### config.mk
export PLATFORM = sky130hd
export DESIGN_NAME = gpio_evt_unit
export DESIGN_NICKNAME = d
export VERILOG_FILES = /design/src/rtl/gpio_evt_pkg.sv /design/src/rtl/gpio_evt_sense.sv /design/src/rtl/gpio_evt_regs.sv /design/src/rtl/gpio_evt_unit.sv
export SDC_FILE = /design/constraint.sdc
export NUM_CORES = 1
export LEC_CHECK = 0
export ABC_AREA = 1
export BUFFER_PORTS_ARGS = -buffer_cell sky130_fd_sc_hd__buf_2
export CELL_PAD_IN_SITES_DETAIL_PLACEMENT = 0
export CELL_PAD_IN_SITES_GLOBAL_PLACEMENT = 1
export CORE_MARGIN = 2
export CORE_UTILIZATION = 46
export CTS_BUF_LIST = sky130_fd_sc_hd__clkbuf_4 sky130_fd_sc_hd__clkbuf_8
export DETAILED_ROUTE_END_ITERATION = 6
export PLACE_DENSITY_LB_ADDON = 0.1
export REMOVE_ABC_BUFFERS = 1
export SLEW_MARGIN = 20
export SYNTH_ARGS = -nofsm -noshare
export SYNTH_HDL_FRONTEND = slang
export SYNTH_HIERARCHICAL = 1
export SYNTH_SLANG_ARGS = --single-unit
export TNS_END_PERCENT = 5
### constraint.sdc
create_clock -name clk -period 2.1 [get_ports clk]
set_clock_uncertainty 0.2 [all_clocks]
set_input_delay 0 -clock clk [delete_from_list [all_inputs] [get_ports clk]]
set_output_delay 0 -clock clk [all_outputs]
set_load 0.03 [all_outputs]
### src/rtl/gpio_evt_pkg.sv
package gpio_evt_pkg;

    localparam int WORD      = 32;
    localparam int KINDS     = 6;
    localparam int SEL_COUNT = KINDS + 1;
    localparam logic [7:0] MAP_BASE = 8'h40;
    localparam int MAP_STRIDE = 12;

    typedef enum logic [2:0] {
        K_RISE  = 3'd0,
        K_FALL  = 3'd1,
        K_HIGH  = 3'd2,
        K_LOW   = 3'd3,
        K_ARISE = 3'd4,
        K_AFALL = 3'd5
    } evt_kind_e;

    typedef struct packed {
        logic       hit;
        logic       is_status;
        logic [2:0] kind;
        logic [1:0] bank;
    } reg_dec_t;

    function automatic reg_dec_t decode_addr(input logic [7:0] addr, input int nbank);
        reg_dec_t d;
        d = '0;
        for (int g = 0; g < SEL_COUNT; g++) begin
            for (int b = 0; b < nbank; b++) begin
                if (addr == MAP_BASE + 8'(g * MAP_STRIDE + b * 4)) begin
                    d.hit       = 1'b1;
                    d.is_status = (g == 0);
                    d.kind      = (g == 0) ? 3'd0 : 3'(g - 1);
                    d.bank      = 2'(b);
                end
            end
        end
        return d;
    endfunction

endpackage

### src/rtl/gpio_evt_sense.sv
module gpio_evt_sense
    import gpio_evt_pkg::*;
(
    input  logic             clk,
    input  logic             rst,
    input  logic             pad,
    output logic [KINDS-1:0] cond
);
    logic s1, s2, prev;

    always_ff @(posedge clk) begin
        if (rst) begin
            s1   <= 1'b0;
            s2   <= 1'b0;
            prev <= 1'b0;
        end else begin
            s1   <= pad;
            s2   <= s1;
            prev <= s2;
        end
    end

    always_comb begin
        cond          = '0;
        cond[K_RISE]  = s2 & ~prev;
        cond[K_FALL]  = ~s2 & prev;
        cond[K_HIGH]  = s2;
        cond[K_LOW]   = ~s2;
        cond[K_ARISE] = s1 & ~s2;
        cond[K_AFALL] = ~s1 & s2;
    end


    fast_rise_lead_chk: assert property (@(posedge clk) disable iff (rst)
        cond[K_ARISE] |=> cond[K_RISE]);


    fast_fall_lead_chk: assert property (@(posedge clk) disable iff (rst)
        cond[K_AFALL] |=> cond[K_FALL]);

endmodule

### src/rtl/gpio_evt_regs.sv
module gpio_evt_regs
    import gpio_evt_pkg::*;
#(
    parameter int NUM_PINS = 54,
    parameter int NBANK    = 2
) (
    input  logic                           clk,
    input  logic                           rst,
    input  logic [NUM_PINS-1:0][KINDS-1:0] cond,
    input  logic                           reg_we,
    input  logic [7:0]                     reg_addr,
    input  logic [WORD-1:0]                reg_wdata,
    output logic [WORD-1:0]                reg_rdata,
    output logic [NUM_PINS-1:0]            sts
);
    reg_dec_t                       dec;
    logic [NUM_PINS-1:0]            hit;
    logic [NUM_PINS-1:0]            clr;
    logic [NUM_PINS-1:0][KINDS-1:0] en_q;

    assign dec = decode_addr(reg_addr, NBANK);

    for (genvar p = 0; p < NUM_PINS; p++) begin : g_pin
        localparam int BK = p / WORD;
        localparam int BT = p % WORD;
        logic [KINDS-1:0] en_r;
        logic             sts_r;
        logic             bank_sel;

        assign bank_sel = reg_we & dec.hit & (dec.bank == 2'(BK));
        assign hit[p]   = |(cond[p] & en_r);
        assign clr[p]   = bank_sel & dec.is_status & reg_wdata[BT];
        assign en_q[p]  = en_r;
        assign sts[p]   = sts_r;

        always_ff @(posedge clk) begin
            if (rst) begin
                en_r  <= '0;
                sts_r <= 1'b0;
            end else begin
                if (bank_sel && !dec.is_status)
                    en_r[dec.kind] <= reg_wdata[BT];
                // detection has priority over a clear on the same edge
                sts_r <= (sts_r & ~clr[p]) | hit[p];
            end
        end
    end

    always_comb begin
        reg_rdata = '0;
        if (dec.hit) begin
            for (int p = 0; p < NUM_PINS; p++) begin
                if (p / WORD == int'(dec.bank))
                    reg_rdata[p % WORD] = dec.is_status ? sts[p] : en_q[p][dec.kind];
            end
        end
    end


    no_unprompted_set_chk: assert property (@(posedge clk) disable iff (rst)
        (sts & ~$past(sts) & ~$past(hit)) == '0);


    clear_takes_effect_chk: assert property (@(posedge clk) disable iff (rst)
        (sts & $past(clr & ~hit)) == '0);


    detect_wins_chk: assert property (@(posedge clk) disable iff (rst)
        (sts & $past(hit)) == $past(hit));

endmodule

### src/rtl/gpio_evt_unit.sv
module gpio_evt_unit
    import gpio_evt_pkg::*;
#(
    parameter int NUM_PINS = 54
) (
    input  logic                clk,
    input  logic                rst,
    input  logic [NUM_PINS-1:0] pad_i,
    input  logic                reg_we,
    input  logic [7:0]          reg_addr,
    input  logic [31:0]         reg_wdata,
    output logic [31:0]         reg_rdata,
    output logic [3:0]          irq_o
);
    localparam int NBANK = (NUM_PINS + WORD - 1) / WORD;

    logic [NUM_PINS-1:0][KINDS-1:0] cond;
    logic [NUM_PINS-1:0]            sts;
    logic [NBANK-1:0]               bank_irq;

    for (genvar p = 0; p < NUM_PINS; p++) begin : g_sense
        gpio_evt_sense u_sense (
            .clk  (clk),
            .rst  (rst),
            .pad  (pad_i[p]),
            .cond (cond[p])
        );
    end

    gpio_evt_regs #(
        .NUM_PINS (NUM_PINS),
        .NBANK    (NBANK)
    ) u_regs (
        .clk       (clk),
        .rst       (rst),
        .cond      (cond),
        .reg_we    (reg_we),
        .reg_addr  (reg_addr),
        .reg_wdata (reg_wdata),
        .reg_rdata (reg_rdata),
        .sts       (sts)
    );

    for (genvar b = 0; b < NBANK; b++) begin : g_bank
        localparam int LO = b * WORD;
        localparam int HI = ((b + 1) * WORD < NUM_PINS) ? (b + 1) * WORD - 1 : NUM_PINS - 1;
        assign bank_irq[b] = |sts[HI:LO];
    end

    assign irq_o = {|bank_irq, bank_irq[NBANK-1], bank_irq[NBANK-1], bank_irq[0]};


    irq_fall_needs_write_chk: assert property (@(posedge clk) disable iff (rst)
        $fell(irq_o[3]) |-> $past(reg_we));


    irq_bank_cover_chk: assert property (@(posedge clk) disable iff (rst)
        (irq_o[0] || irq_o[1]) |-> irq_o[3]);

endmodule

==> impl_metrics.toml <==
[logic_synthesis]
synth.ff_latch_count = 540
synth.most_common_cell = "nand2_1"
synth-async-reset-ratio = 0
syn_inst = 4546
synthDistinctLibCells = 32
netlist_area_um2 = 29000
yosys-top-cells-count = "1046 x nand2_1, 889 x inv_1, 648 x nor2_1, 540 x dfxtp_1, 409 x nand4_1"
synthFlopType = "dfxtp_1"
yosys.area.top_type = "dfxtp_1"
yosys-top-cells-area = "dfxtp_1 37%, nand2_1 14%, inv_1 11%"
ys_seq_area_frac = 0.372
yosysWarnings = 6
synth_top_area_frac = 0.372
synth_edf_count = 0
syn_avg_cell_area_um2 = 6.38

[clocking]
cts_root_buf = "clkbuf_8"
cts.sinks = 540
cts.path.max_buffers = 3
tritoncts.num_buffers = 100
cts.clk_slew.worst_paths_ps = 60
clkLatencyLatePin_ps = 710
cts_tree = "yes"
h-tree-depth = 3

[global_routing]
antenna_found_initial = 2
grt_use_total = 0.298
grt_max_degree = 86
grt_pass1_vias = 27000
grt_pass1_wl_mm = 151
grt_overflow = 0

[finish]
area_growth_pct = 25.1
fillers = 6196
post-route-util = 0.579
fin_cells = 5768
layout-drive-gt1-share = 0.186
nets = 4946

[run]
max_cap_viol_count = 0

[sta]
relSlewSlack = 0.280
tns_ps = -307
worst_pin_slew_ps = 1080
finalCritPeriodShare = 1.02
final-max-slew-violation-count = 0
setup_violations = 19
hold-worst-slack_ps = 71.6
fmax_ghz = 0.465
final_hold_viol_count = 0
grt_setup_unrepaired = "yes"
fin_crit_ps = 2150
layout_setup_ws_ps = -48.6

[route]
num_vias = 28600
dr.pass1.iters = 5
ant_nets = 0
viasPerCell = 4.95
wl_mm = 98.2
drt_drc_violations_left = 0
first_iter_violations = 1910
wl_per_cell_um = 17.0

[worst_setup_path]
critPathCaptureType = "output port"
path_cells = "buf_2 > inv_2 > nand2_2 > nor2_4 > buf_4 > o21ai_0 > nand4_1 > nand2_1 > buf_6 > a21oi_1 > o21ai_1 > inv_1 > nor2_1 > buf_4 > buf_6"
start_kind = "primary input"
cpPeakStageDelay_ps = 240
r2r_setup_slack_ps = 450
reg2regPathDepth = 6
slowest_stage = "buf_6"
cp_max_fo = 9
worstSetupPathType = "primary input to output port"
cp.required_ps = 1900
timing.rr.end = "u_regs/g_pin[45].sts_r"
crit-reg2reg-launch = "g_sense[45].u_sense/s2"
critPathArrivalTime_ps = 1950

[floorplan]
start_util = 0.463
dieArea_um2 = 65100
core_um2 = 62700
die_height_um = 255
row_count = 92
io_pins = 133
die_w_um = 255

[min_path]
hold_end = "u_regs/g_pin[10].en_r[2]"
hp-class = "primary input to flip-flop"
hp-start = "reg_addr[4]"
min_path_cells = 9

[outcome]
outcome = "finished with violations"
violations = "negative setup slack"

[pwr]
ir_worst_vdd_mv = 0.521
power_density_nw_per_um2 = 638
power_leakage_uw = 0.0168

[placement]
place.detailed.hpwl_mm = 62.1
numPortBuffers = 132
routabilityCongestion = 0.850
place_ws_ps = -170
placedCellCount = 5372
==> metal layers <==
layer / GRT usage / share of wire / routed length (um)
met5: 0 / 0 / 0
met4: 0.0832 / 0.026 / 2590
met3: 0.0394 / 0.048 / 4730
met2: 0.519 / 0.48 / 46900
met1: 0.385 / 0.45 / 44000
==> where the power goes <==
group | switching, uW | total, uW | internal (uW) | leakage, uW
sequential | 127 | 10500 | 10400 | 0.00439
combinational | 1070 | 1800 | 729 | 0.0113
clock | 4590 | 10900 | 6280 | 0.00114
==> worst max path at each step <==
stage / from / to / slack, ps
floorplan: reg_addr[1] / u_regs/g_pin[0].en_r[2] / -11320
global route: reg_addr[5] / reg_rdata[1] / -150
global placement: reg_addr[3] / u_regs/g_pin[18].en_r[0] / -160
finish: reg_addr[5] / reg_rdata[1] / -50
CTS: u_regs/g_pin[35].en_r[3] / reg_rdata[3] / -110
detailed placement: reg_addr[3] / u_regs/g_pin[17].en_r[0] / -170
==> flip-flops by register name (all words and copies together), names as in the netlist <==
signal and cells:
u_regs/g_pin.en_r 324, g_sense.u_sense/s2 54, u_regs/g_pin.sts_r 54, g_sense.u_sense/s1 54
g_sense.u_sense/prev 54
==> critical path, delay by kind of cell <==
kind            cells  cell delay [ps]
simple gates        5              620
buf+inv             7              920
compound gates      3              380
==> layout by cell type (no fill, tap or decap), drive strengths merged <==
cell / instances
nor3: 8
buf: 359
nand4: 411
a22o: 23
o2111ai: 7
and3: 5
or2: 1
o21a: 1
o22ai: 36
a21oi: 113
o211ai: 2
o21bai: 32
bufinv: 2
dfxtp: 540
a22oi: 53
o21ai: 55
nand3: 22
nand3b: 3
nand2: 1049
nor2: 816
diode: 2
clkbuf: 162
a221oi: 49
dlygate4sd3: 207
clkinvlp: 1
inv: 953
clkinv: 10
==> kinds of logic (layout without fill, tap and decap cells) <==
| family | Yosys count | after routing | synth area share |
|---|---|---|---|
| AOI/OAI and AO/OA | 371 | 371 | 0.0833 |
| buffers and inverters | 1320 | 1694 | 0.190 |
| DFF | 540 | 540 | 0.372 |
| other | 0 | 2 | 0 |
| and+or+nand+nor | 2315 | 2315 | 0.354 |
==> stage by stage <==
step,instance area [um2],power [uW]
floorplan,27100,11600
global placement,31400,12200
detailed placement,31400,12200
CTS,35900,23300
global route,36300,24000
finish,36300,23200
==> final cells by class <==
| class | count | area (um2) | share of cell area |
|---|---|---|---|
| Timing Repair Buffer | 567 | 5520 | 0.152 |
| Sequential cell | 540 | 10900 | 0.299 |
| Antenna cell | 2 | 5.00 | 0.000138 |
| Inverter | 954 | 3600 | 0.0993 |
| Tap cell | 846 | 1060 | 0.0291 |
| Clock inverter | 12 | 113 | 0.00310 |
| Multi-Input combinational cell | 2686 | 13100 | 0.362 |
| Clock buffer | 161 | 2020 | 0.0557 |
==> timing repair <==
| item | CTS | global route |
|---|---|---|
| hold buffers | 207 | 0 |
| endpoints found under the hold margin | 540 | 0 |
| gates resized for setup | 102 | 112 |
| setup buffers | 3 | 9 |
| gates cloned | 0 | 2 |
| setup endpoints to repair | 34 | 37 |
| pin swaps | 18 | 32 |
No activity file was read; power rests on OpenSTA's default activity.
